[src/rtl/tapwin_pkg.sv]
package tapwin_pkg;
    localparam int MAX_TAPS = 16;
    localparam int MAP_W    = 2 * MAX_TAPS;
    localparam int IDX_W    = $clog2(MAP_W + 1);
    localparam int POS_W    = $clog2(MAP_W);
    localparam int TAP_W    = $clog2(MAX_TAPS);
    localparam int CNT_W    = $clog2(MAX_TAPS + 1);
    localparam int MIN_RUN  = 3;

    typedef enum logic [1:0] {
        ST_IDLE  = 2'd0,
        ST_SCAN  = 2'd1,
        ST_CLOSE = 2'd2
    } scan_st_t;

    typedef struct packed {
        logic [IDX_W-1:0] len;
        logic [POS_W-1:0] first;
        logic [POS_W-1:0] last;
    } run_t;

    // Centre of a run, folded into 0..n-1; the centre is always below 2n.
    function automatic logic [TAP_W-1:0] centre_fold(input logic [POS_W-1:0] first,
                                                     input logic [POS_W-1:0] last,
                                                     input logic [CNT_W-1:0] n);
        logic [POS_W:0]   sum;
        logic [POS_W-1:0] mid;
        logic [POS_W-1:0] folded;
        sum    = {1'b0, first} + {1'b0, last};
        mid    = sum[POS_W:1];
        folded = ({1'b0, mid} >= {{(POS_W + 1 - CNT_W){1'b0}}, n}) ?
                 mid - POS_W'(n) : mid;
        return folded[TAP_W-1:0];
    endfunction
endpackage

[src/rtl/tapwin_ctrl.sv]
module tapwin_ctrl
    import tapwin_pkg::*;
(
    input  logic             clk,
    input  logic             rst,
    input  logic             start,
    input  logic [MAP_W-1:0] map_in,
    input  logic [CNT_W-1:0] n_in,
    output scan_st_t         state,
    output logic [IDX_W-1:0] idx,
    output logic             bit_now,
    output logic [CNT_W-1:0] n_q,
    output logic             accept
);
    logic [MAP_W-1:0] map_q;
    logic [CNT_W-1:0] n_eff;
    logic [IDX_W-1:0] span;

    assign accept  = start && (state == ST_IDLE);
    assign n_eff   = (n_in > CNT_W'(MAX_TAPS)) ? CNT_W'(MAX_TAPS) : n_in;
    assign span    = IDX_W'(n_q) << 1;
    assign bit_now = map_q[idx[POS_W-1:0]];

    always_ff @(posedge clk) begin
        if (rst) begin
            state <= ST_IDLE;
            idx   <= '0;
            map_q <= '0;
            n_q   <= '0;
        end else begin
            case (state)
                ST_IDLE: if (start) begin
                    map_q <= map_in;
                    n_q   <= n_eff;
                    idx   <= '0;
                    state <= (n_eff == '0) ? ST_CLOSE : ST_SCAN;
                end
                ST_SCAN: begin
                    idx <= idx + 1'b1;
                    if (idx == span - 1'b1) state <= ST_CLOSE;
                end
                default: state <= ST_IDLE;
            endcase
        end
    end

    p_busy_start_ignored_r9: assert property (@(posedge clk) disable iff (rst)
        (state != ST_IDLE && start) |=> ($stable(map_q) && $stable(n_q)));

    p_scan_in_range_r2: assert property (@(posedge clk) disable iff (rst)
        (state == ST_SCAN) |-> (idx < span));
endmodule

[src/rtl/tapwin_track.sv]
module tapwin_track
    import tapwin_pkg::*;
(
    input  logic             clk,
    input  logic             rst,
    input  logic             clear,
    input  logic             step,
    input  logic             bit_now,
    input  logic [IDX_W-1:0] idx,
    output run_t             final_best
);
    logic [IDX_W-1:0] cur_len;
    run_t             best;
    run_t             cand;
    logic             take;

    always_comb begin
        cand.len   = cur_len;
        cand.first = POS_W'(idx - cur_len);
        cand.last  = POS_W'(idx - 1'b1);
        take       = cur_len > best.len;
        final_best = take ? cand : best;
    end

    always_ff @(posedge clk) begin
        if (rst || clear) begin
            cur_len <= '0;
            best    <= '0;
        end else if (step) begin
            if (bit_now) begin
                cur_len <= cur_len + 1'b1;
            end else begin
                if (take) best <= cand;
                cur_len <= '0;
            end
        end
    end

    p_best_grows_r3: assert property (@(posedge clk) disable iff (rst)
        (step && !clear) |=> (best.len >= $past(best.len)));

    p_run_fits_r2: assert property (@(posedge clk) disable iff (rst)
        step |-> (cur_len <= idx));
endmodule

[src/rtl/tapwin_report.sv]
module tapwin_report
    import tapwin_pkg::*;
(
    input  logic             clk,
    input  logic             rst,
    input  logic             clear,
    input  logic             close,
    input  run_t             final_best,
    input  logic [CNT_W-1:0] n_q,
    output logic             done,
    output logic             valid,
    output logic             error,
    output logic [TAP_W-1:0] tap
);
    logic long_enough;
    assign long_enough = final_best.len >= IDX_W'(MIN_RUN);

    always_ff @(posedge clk) begin
        if (rst || clear) begin
            done  <= 1'b0;
            valid <= 1'b0;
            error <= 1'b0;
            tap   <= '0;
        end else if (close) begin
            done  <= 1'b1;
            valid <= long_enough;
            error <= !long_enough;
            tap   <= long_enough ? centre_fold(final_best.first, final_best.last, n_q) : '0;
        end else begin
            done <= 1'b0;
        end
    end

    p_done_pulse_r8: assert property (@(posedge clk) disable iff (rst)
        done |=> !done);

    p_result_hold_r8: assert property (@(posedge clk) disable iff (rst)
        (!clear && !close) |=> ($stable(valid) && $stable(error) && $stable(tap)));

    p_tap_below_n_r7: assert property (@(posedge clk) disable iff (rst)
        valid |-> ({1'b0, tap} < n_q));

    p_one_outcome_r6: assert property (@(posedge clk) disable iff (rst)
        done |-> (valid != error));
endmodule

[src/rtl/tapwin_select.sv]
module tapwin_select
    import tapwin_pkg::*;
(
    input  logic             clk,
    input  logic             rst,
    input  logic             start,
    input  logic [MAP_W-1:0] probe_map,
    input  logic [CNT_W-1:0] tap_count,
    output logic             done,
    output logic             valid,
    output logic [TAP_W-1:0] tap,
    output logic             error
);
    scan_st_t         state;
    logic [IDX_W-1:0] idx;
    logic             bit_now;
    logic [CNT_W-1:0] n_q;
    logic             accept;
    run_t             final_best;

    tapwin_ctrl u_ctrl (
        .clk     (clk),
        .rst     (rst),
        .start   (start),
        .map_in  (probe_map),
        .n_in    (tap_count),
        .state   (state),
        .idx     (idx),
        .bit_now (bit_now),
        .n_q     (n_q),
        .accept  (accept)
    );

    tapwin_track u_track (
        .clk        (clk),
        .rst        (rst),
        .clear      (accept),
        .step       (state == ST_SCAN),
        .bit_now    (bit_now),
        .idx        (idx),
        .final_best (final_best)
    );

    tapwin_report u_report (
        .clk        (clk),
        .rst        (rst),
        .clear      (accept),
        .close      (state == ST_CLOSE),
        .final_best (final_best),
        .n_q        (n_q),
        .done       (done),
        .valid      (valid),
        .error      (error),
        .tap        (tap)
    );

    p_short_run_fails_r6: assert property (@(posedge clk) disable iff (rst)
        (state == ST_CLOSE && final_best.len < IDX_W'(MIN_RUN)) |=> (error && !valid));
endmodule

[config.mk]
export PLATFORM = sky130hd
export DESIGN_NAME = tapwin_select
export DESIGN_NICKNAME = d
export VERILOG_FILES = /design/src/rtl/tapwin_pkg.sv /design/src/rtl/tapwin_ctrl.sv /design/src/rtl/tapwin_track.sv /design/src/rtl/tapwin_report.sv /design/src/rtl/tapwin_select.sv
export SDC_FILE = /design/constraint.sdc
export NUM_CORES = 1
export LEC_CHECK = 0
export BUFFER_PORTS_ARGS = -buffer_cell sky130_fd_sc_hd__buf_2
export CORE_AREA = 2 2 111 156
export CTS_CLUSTER_SIZE = 10
export DETAILED_ROUTE_END_ITERATION = 6
export DIE_AREA = 0 0 113 158
export GPL_TIMING_DRIVEN = 1
export PLACE_DENSITY = 0.38
export SYNTH_ARGS = -nofsm -noshare
export SYNTH_HDL_FRONTEND = slang
export SYNTH_HIERARCHICAL = 1
export SYNTH_SLANG_ARGS = --single-unit
[constraint.sdc]
create_clock -name clk -period 12.02 [get_ports clk]
set_input_delay 1.803 -clock clk [delete_from_list [all_inputs] [get_ports clk]]
set_output_delay 1.803 -clock clk [all_outputs]
set_load 0.01 [all_outputs]
Word-level counts from Yosys, hierarchy flattened
Cells that the tools add are included.
- register bits: 74
- bits in latches: 0
- RAM bits: 0
- memory bits (read-only): 0
- input port bits: 40
- output and inout port bits: 7
- memories: 0
- add/sub/neg operators: 7
- multiply operators: 0
- divide/modulo/power cells: 0
- $lt $le $gt $ge: 5
- equal/unequal tests: 5
- shifts and indexed selects: 0
- mux-type cells: 14
- bitwise gates (word level): 1
- reduce and logical (&&, ||, !) cells: 10
- operator list (cell ; count):
    2-to-1 mux 16 bit ; 1
    adder 6 x 1 -> 6 bit (second input constant) ; 2
    2-to-1 mux 6 bit ; 2
    one-hot mux 6 bit (2 select lines) ; 1
    2-to-1 mux 4 bit ; 2
    AND reduction 2 bit ; 4
    adder 5 x 5 -> 6 bit ; 1
    == test 6 bit ; 1
    >= comparator 6 x 2 -> 1 bit (second input constant) ; 1
    greater-than comparator 6 bit ; 1
    less-than comparator 5 x 6 -> 1 bit (second input constant) ; 1
    2-to-1 mux 2 bit ; 3
    subtractor 6 x 1 -> 6 bit (second input constant) ; 1
    binary-select mux 1 bit (select 5 bit) ; 1
    >= comparator 5 bit ; 1
    greater-than comparator 5 bit (second input constant) ; 1
    logical NOT 5 bit ; 1
    2-to-1 mux 5 bit ; 1
    subtractor 5 x 1 -> 5 bit (second input constant) ; 1
    subtractor 5 bit ; 1
    inequality test 2 bit (second input constant) ; 2
    one-hot mux 2 bit (2 select lines) ; 1
    subtractor 4 bit ; 1
    == test 2 x 1 -> 1 bit (second input constant) ; 1
    8 further kinds ; 9

Longest topological paths before layout
- depth after elaboration: 6
- gate-level depth with buffers: 21

Modules after synthesis
The synthesis kept the hierarchy.
- modules (own cells, without submodules) (module ; times used ; cells an instance ; area each (um^2) ; seq. area each (um^2)):
    tapwin_ctrl ; 1 ; 265 ; 2294.7 ; 900.9
    tapwin_track ; 1 ; 144 ; 1312.5 ; 440.4
    tapwin_report ; 1 ; 70 ; 608.1 ; 140.1
    tapwin_select ; 1 ; 2 ; 15.0 ; 0.0

Worst setup path after synthesis
OpenSTA, ideal clock, no wires.
- kind: register -> register
- from: register u_track/best[15] (netlist bit)
- to: register u_report.tap[1]
- library setup time: 0.067 ns
- arrival: 3.768 ns
- setup slack: 8.185 ns
- stages on the path, launching flop included: 19
- cells stage by stage: dfxtp_1 > inv_1 > ha_1 > and4_1 > o21a_2 > o21ai_2 > clkbuf_1 > o21ai_0 > and2_1 > fa_1 > a21o_1 > a21oi_1 > xnor2_1 > ha_1 > inv_1 > o21bai_1 > a211o_1 > mux2_4 > o21ai_2
- RTL lines (element ; line ; RTL):
    from (decl) ; tapwin_track.sv:13 ; run_t best;
    from (signal assigned) ; tapwin_track.sv:33 ; if (take) best <= cand;
    to (signal assigned) ; tapwin_report.sv:28 ; tap <= long_enough ? centre_fold(final_best.first, final_best.last, n_q) : '0;
    to (decl) ; tapwin_report.sv:13 ; output logic [TAP_W-1:0] tap

==> reports/qor.txt <==
Synth Area in Adders - 0.0822
ys flop type - dfxtp_1
CTS Buf Count - 9
clock latency on the worst-skew pair - 0.33 ns
Post-Synthesis Cells - 481
Site Rows - 56
H-tree depth - 3
pre-CTS setup slack - 7.63 ns
CP arrival - 4.65 ns
DRC viols - 0
Synth Area in Compound Gates - 0.185
first-pass GRT wire length - 17000 um
crit end category - register
I/O Buffers - 46
main combinational cell family by area after synthesis - simple AND/OR/NAND/NOR gates
Layout fillers - 1809
top cells by area, synth - dfxtp_1 (35%), nand2_1 (7.9%), ha_1 (6.8%), mux2i_1 (5.0%), a21oi_2 (4.3%)
worst setup margin - 7.63 ns
Mapped Nets - 547
CTS tree - yes
Final ANT Viol Nets - 0
placed insts - 710
fin crit share - 0.365
setup tns final - 0 ns
CP required - 12.28 ns
Starting Density - 0.256
CTS clk-pin slew, worst paths - 0.06 ns
chip width - 113 um
GPL Wtd Cong - 0.792
most frequent cell after synthesis - nand2_1
share of layout cells above drive strength 1 - 0.229
worst r2r path cells - 16
Mean Syn Cell Area - 8.79 um2
endpoints failing setup - 0
vias in the first global route - 3377
total routed wirelength - 10300 um
final worst path period need - 4.39 ns
Final Max Slew Viols - 0
hold buffer count at cts - 0
sequential cell area - 1480 um2
sequential area share after synthesis - 0.350
peak supply drop - 0.0000513 V
fmax - 228 MHz
Relative slew margins - 0.477
Leak Pwr - 1.90 nW
power consumption - 635 uW
worst hold path class - reg -> reg
multiplexer share of the synthesized area - 0.0745
post-synthesis cell type count - 57
I/O pin cnt - 47
Mapped Area - 4230 um2
crit-path max FO - 24
clock skew - 0.00863 ns
share of the synthesized area in the top cell type - 0.350
Worst Setup Start Kind - register
First DRT Iteration DRCs - 109
post-synth top area cell - dfxtp_1
DR pass1 iterations - 4
multi-input logic area - 2450 um2
max-cap violation count - 0
DPL Wire Length - 7420 um
RSZ-0062 raised after global routing - false
Simple-Gate Fraction of Synth Area - 0.192
area delta synth->final - 15.0%
total core area - 16500 um2
outcome - finished, final reports clean
vias per inst - 4.57
pin count of the biggest net entering global routing - 48
routed len/inst - 14.2 um
via count - 3319
Power Dens Cells - 131 nW/um2
Post-synth EDFFs - 0
Async SR Flop Fraction - 0
Tot GR Track Use - 0.121
die height - 158 um
final hold violations - 0
Synth top cells by count - nand2_1 (89), dfxtp_1 (74), a21oi_1 (27), ha_1 (23), inv_1 (23)
ANT cells - 0
CTS root buf - clkbuf_16
clk sinks - 74
Final #Nets - 584
Ys Warns - 6
setup bufs post-CTS - 0
Post-Synth XOR/XNOR Area - 0.0455
Hold Path Cell Cnt - 2
post-synthesis register bit count - 74
Crit Path Category - reg -> reg
slew of the pin with the lowest slew margin - 0.784 ns
Resize count post-CTS - 0
die area - 17900 um2
Post-Layout Cell Count - 726
CTS max path bufs - 2
initial antenna violation count - 0
GRT Residual Overflow - 0
==> final timing paths <==
check                      from               to  slack, ns
max          u_track/cur_len[4]  u_report/tap[1]       7.63
min             u_report/tap[2]  u_report/tap[2]       0.44
max reg2reg  u_track/cur_len[4]  u_report/tap[1]       7.63
min reg2reg     u_report/tap[2]  u_report/tap[2]       0.44
==> routing by layer <==
layer / part of all wire / GRT usage / wire length (um) / vias up
met5: 0 / 0 / 0 / -
li1: - / - / - / 1724
met1: 0.43 / 0.135 / 4450 / 1528
met3: 0.028 / 0.0211 / 285 / 15
met4: 0.037 / 0.0604 / 381 / 0
met2: 0.50 / 0.218 / 5170 / 52
==> critical path: stages, from the launching register on <==
cell,delay (ns)
dfxtp_1,0.45
ha_1,0.30
and4_1,0.20
o21a_2,0.14
o21ai_2,0.31
buf_4,0.32
mux2_2,0.40
fa_1,0.43
a21o_1,0.19
a21oi_1,0.18
xnor2_1,0.17
ha_1,0.28
inv_1,0.09
o21bai_1,0.08
a211o_1,0.38
mux2_4,0.32
o21ai_2,0.10
==> report_power, final <==
part,leakage (nW),switching [mW],internal (mW)
Clock,0.156,0.104,0.187
Sequential,0.602,0.00617,0.254
Combinational,1.14,0.0491,0.0357
Total,1.90,0.159,0.476
==> area by class of cell <==
cell class | count | share of cell area
clock buffer | 11 | 0.0499
clock inverter | 5 | 0.0159
inverter | 24 | 0.0195
multi-input combinational | 359 | 0.504
sequential | 74 | 0.305
tap | 203 | 0.0522
timing repair buffer | 50 | 0.0535
==> per-stage QoR <==
| step | utilization | hold WS (ns) | area (um2) |
|---|---|---|---|
| floorplan | - | 0.432 | 4230 |
| global placement | 0.275 | 0.442 | 4540 |
| detailed placement | 0.275 | 0.438 | 4540 |
| CTS | 0.294 | 0.452 | 4860 |
| global route | 0.294 | 0.466 | 4860 |
| finish | 0.294 | 0.445 | 4860 |
==> flip-flops by register name, indices dropped and copies added (netlist names) <==
register and count:
u_ctrl/map_q 32, u_track/best 16, u_ctrl/idx 6, u_track/cur_len 6, u_ctrl/n_q 5, u_report/tap 4, u_ctrl/state 2, u_report/done 1
u_report/error 1, u_report/valid 1
==> layout by cell type (no fill, tap or decap), types with 2 or more instances in the layout <==
| cell type | synthesis | final |
|---|---|---|
| fa_1 | 3 | 3 |
| xor2_1 | 8 | 8 |
| o21bai_1 | 2 | 2 |
| inv_1 | 23 | 23 |
| nand3_1 | 8 | 8 |
| o2bb2ai_1 | 7 | 7 |
| o21ai_2 | 2 | 2 |
| a21o_1 | 3 | 3 |
| nor2_1 | 19 | 19 |
| clkbuf_16 | 0 | 9 |
| a21oi_2 | 21 | 21 |
| nand3b_1 | 4 | 4 |
| xnor2_1 | 14 | 14 |
| clkinv_2 | 0 | 2 |
| nor2b_1 | 4 | 4 |
| o21ai_0 | 19 | 19 |
| nand2_1 | 89 | 89 |
| mux2_2 | 8 | 8 |
| nand2b_1 | 5 | 5 |
| a21oi_1 | 27 | 27 |
| bufinv_16 | 0 | 2 |
| ha_1 | 23 | 23 |
| nand2_2 | 15 | 15 |
| buf_4 | 2 | 4 |
| nand4_1 | 9 | 9 |
| o21a_2 | 2 | 2 |
| mux2i_1 | 21 | 21 |
| buf_2 | 7 | 46 |
| a22o_1 | 9 | 9 |
| and2_1 | 4 | 4 |
| nor3_1 | 3 | 3 |
| a22oi_1 | 7 | 7 |
| dfxtp_1 | 74 | 74 |
==> kinds of logic after synthesis <==
group                    after synthesis
buffers and inverters                 48
adder cells (fa/ha/maj)               26
XOR/XNOR                              22
AO/OA/AOI/OAI                        110
multiplexers                          30
flip-flops                            74
AND/OR/NAND/NOR                      171
Note: power is estimated with default switching activity, not from simulation.
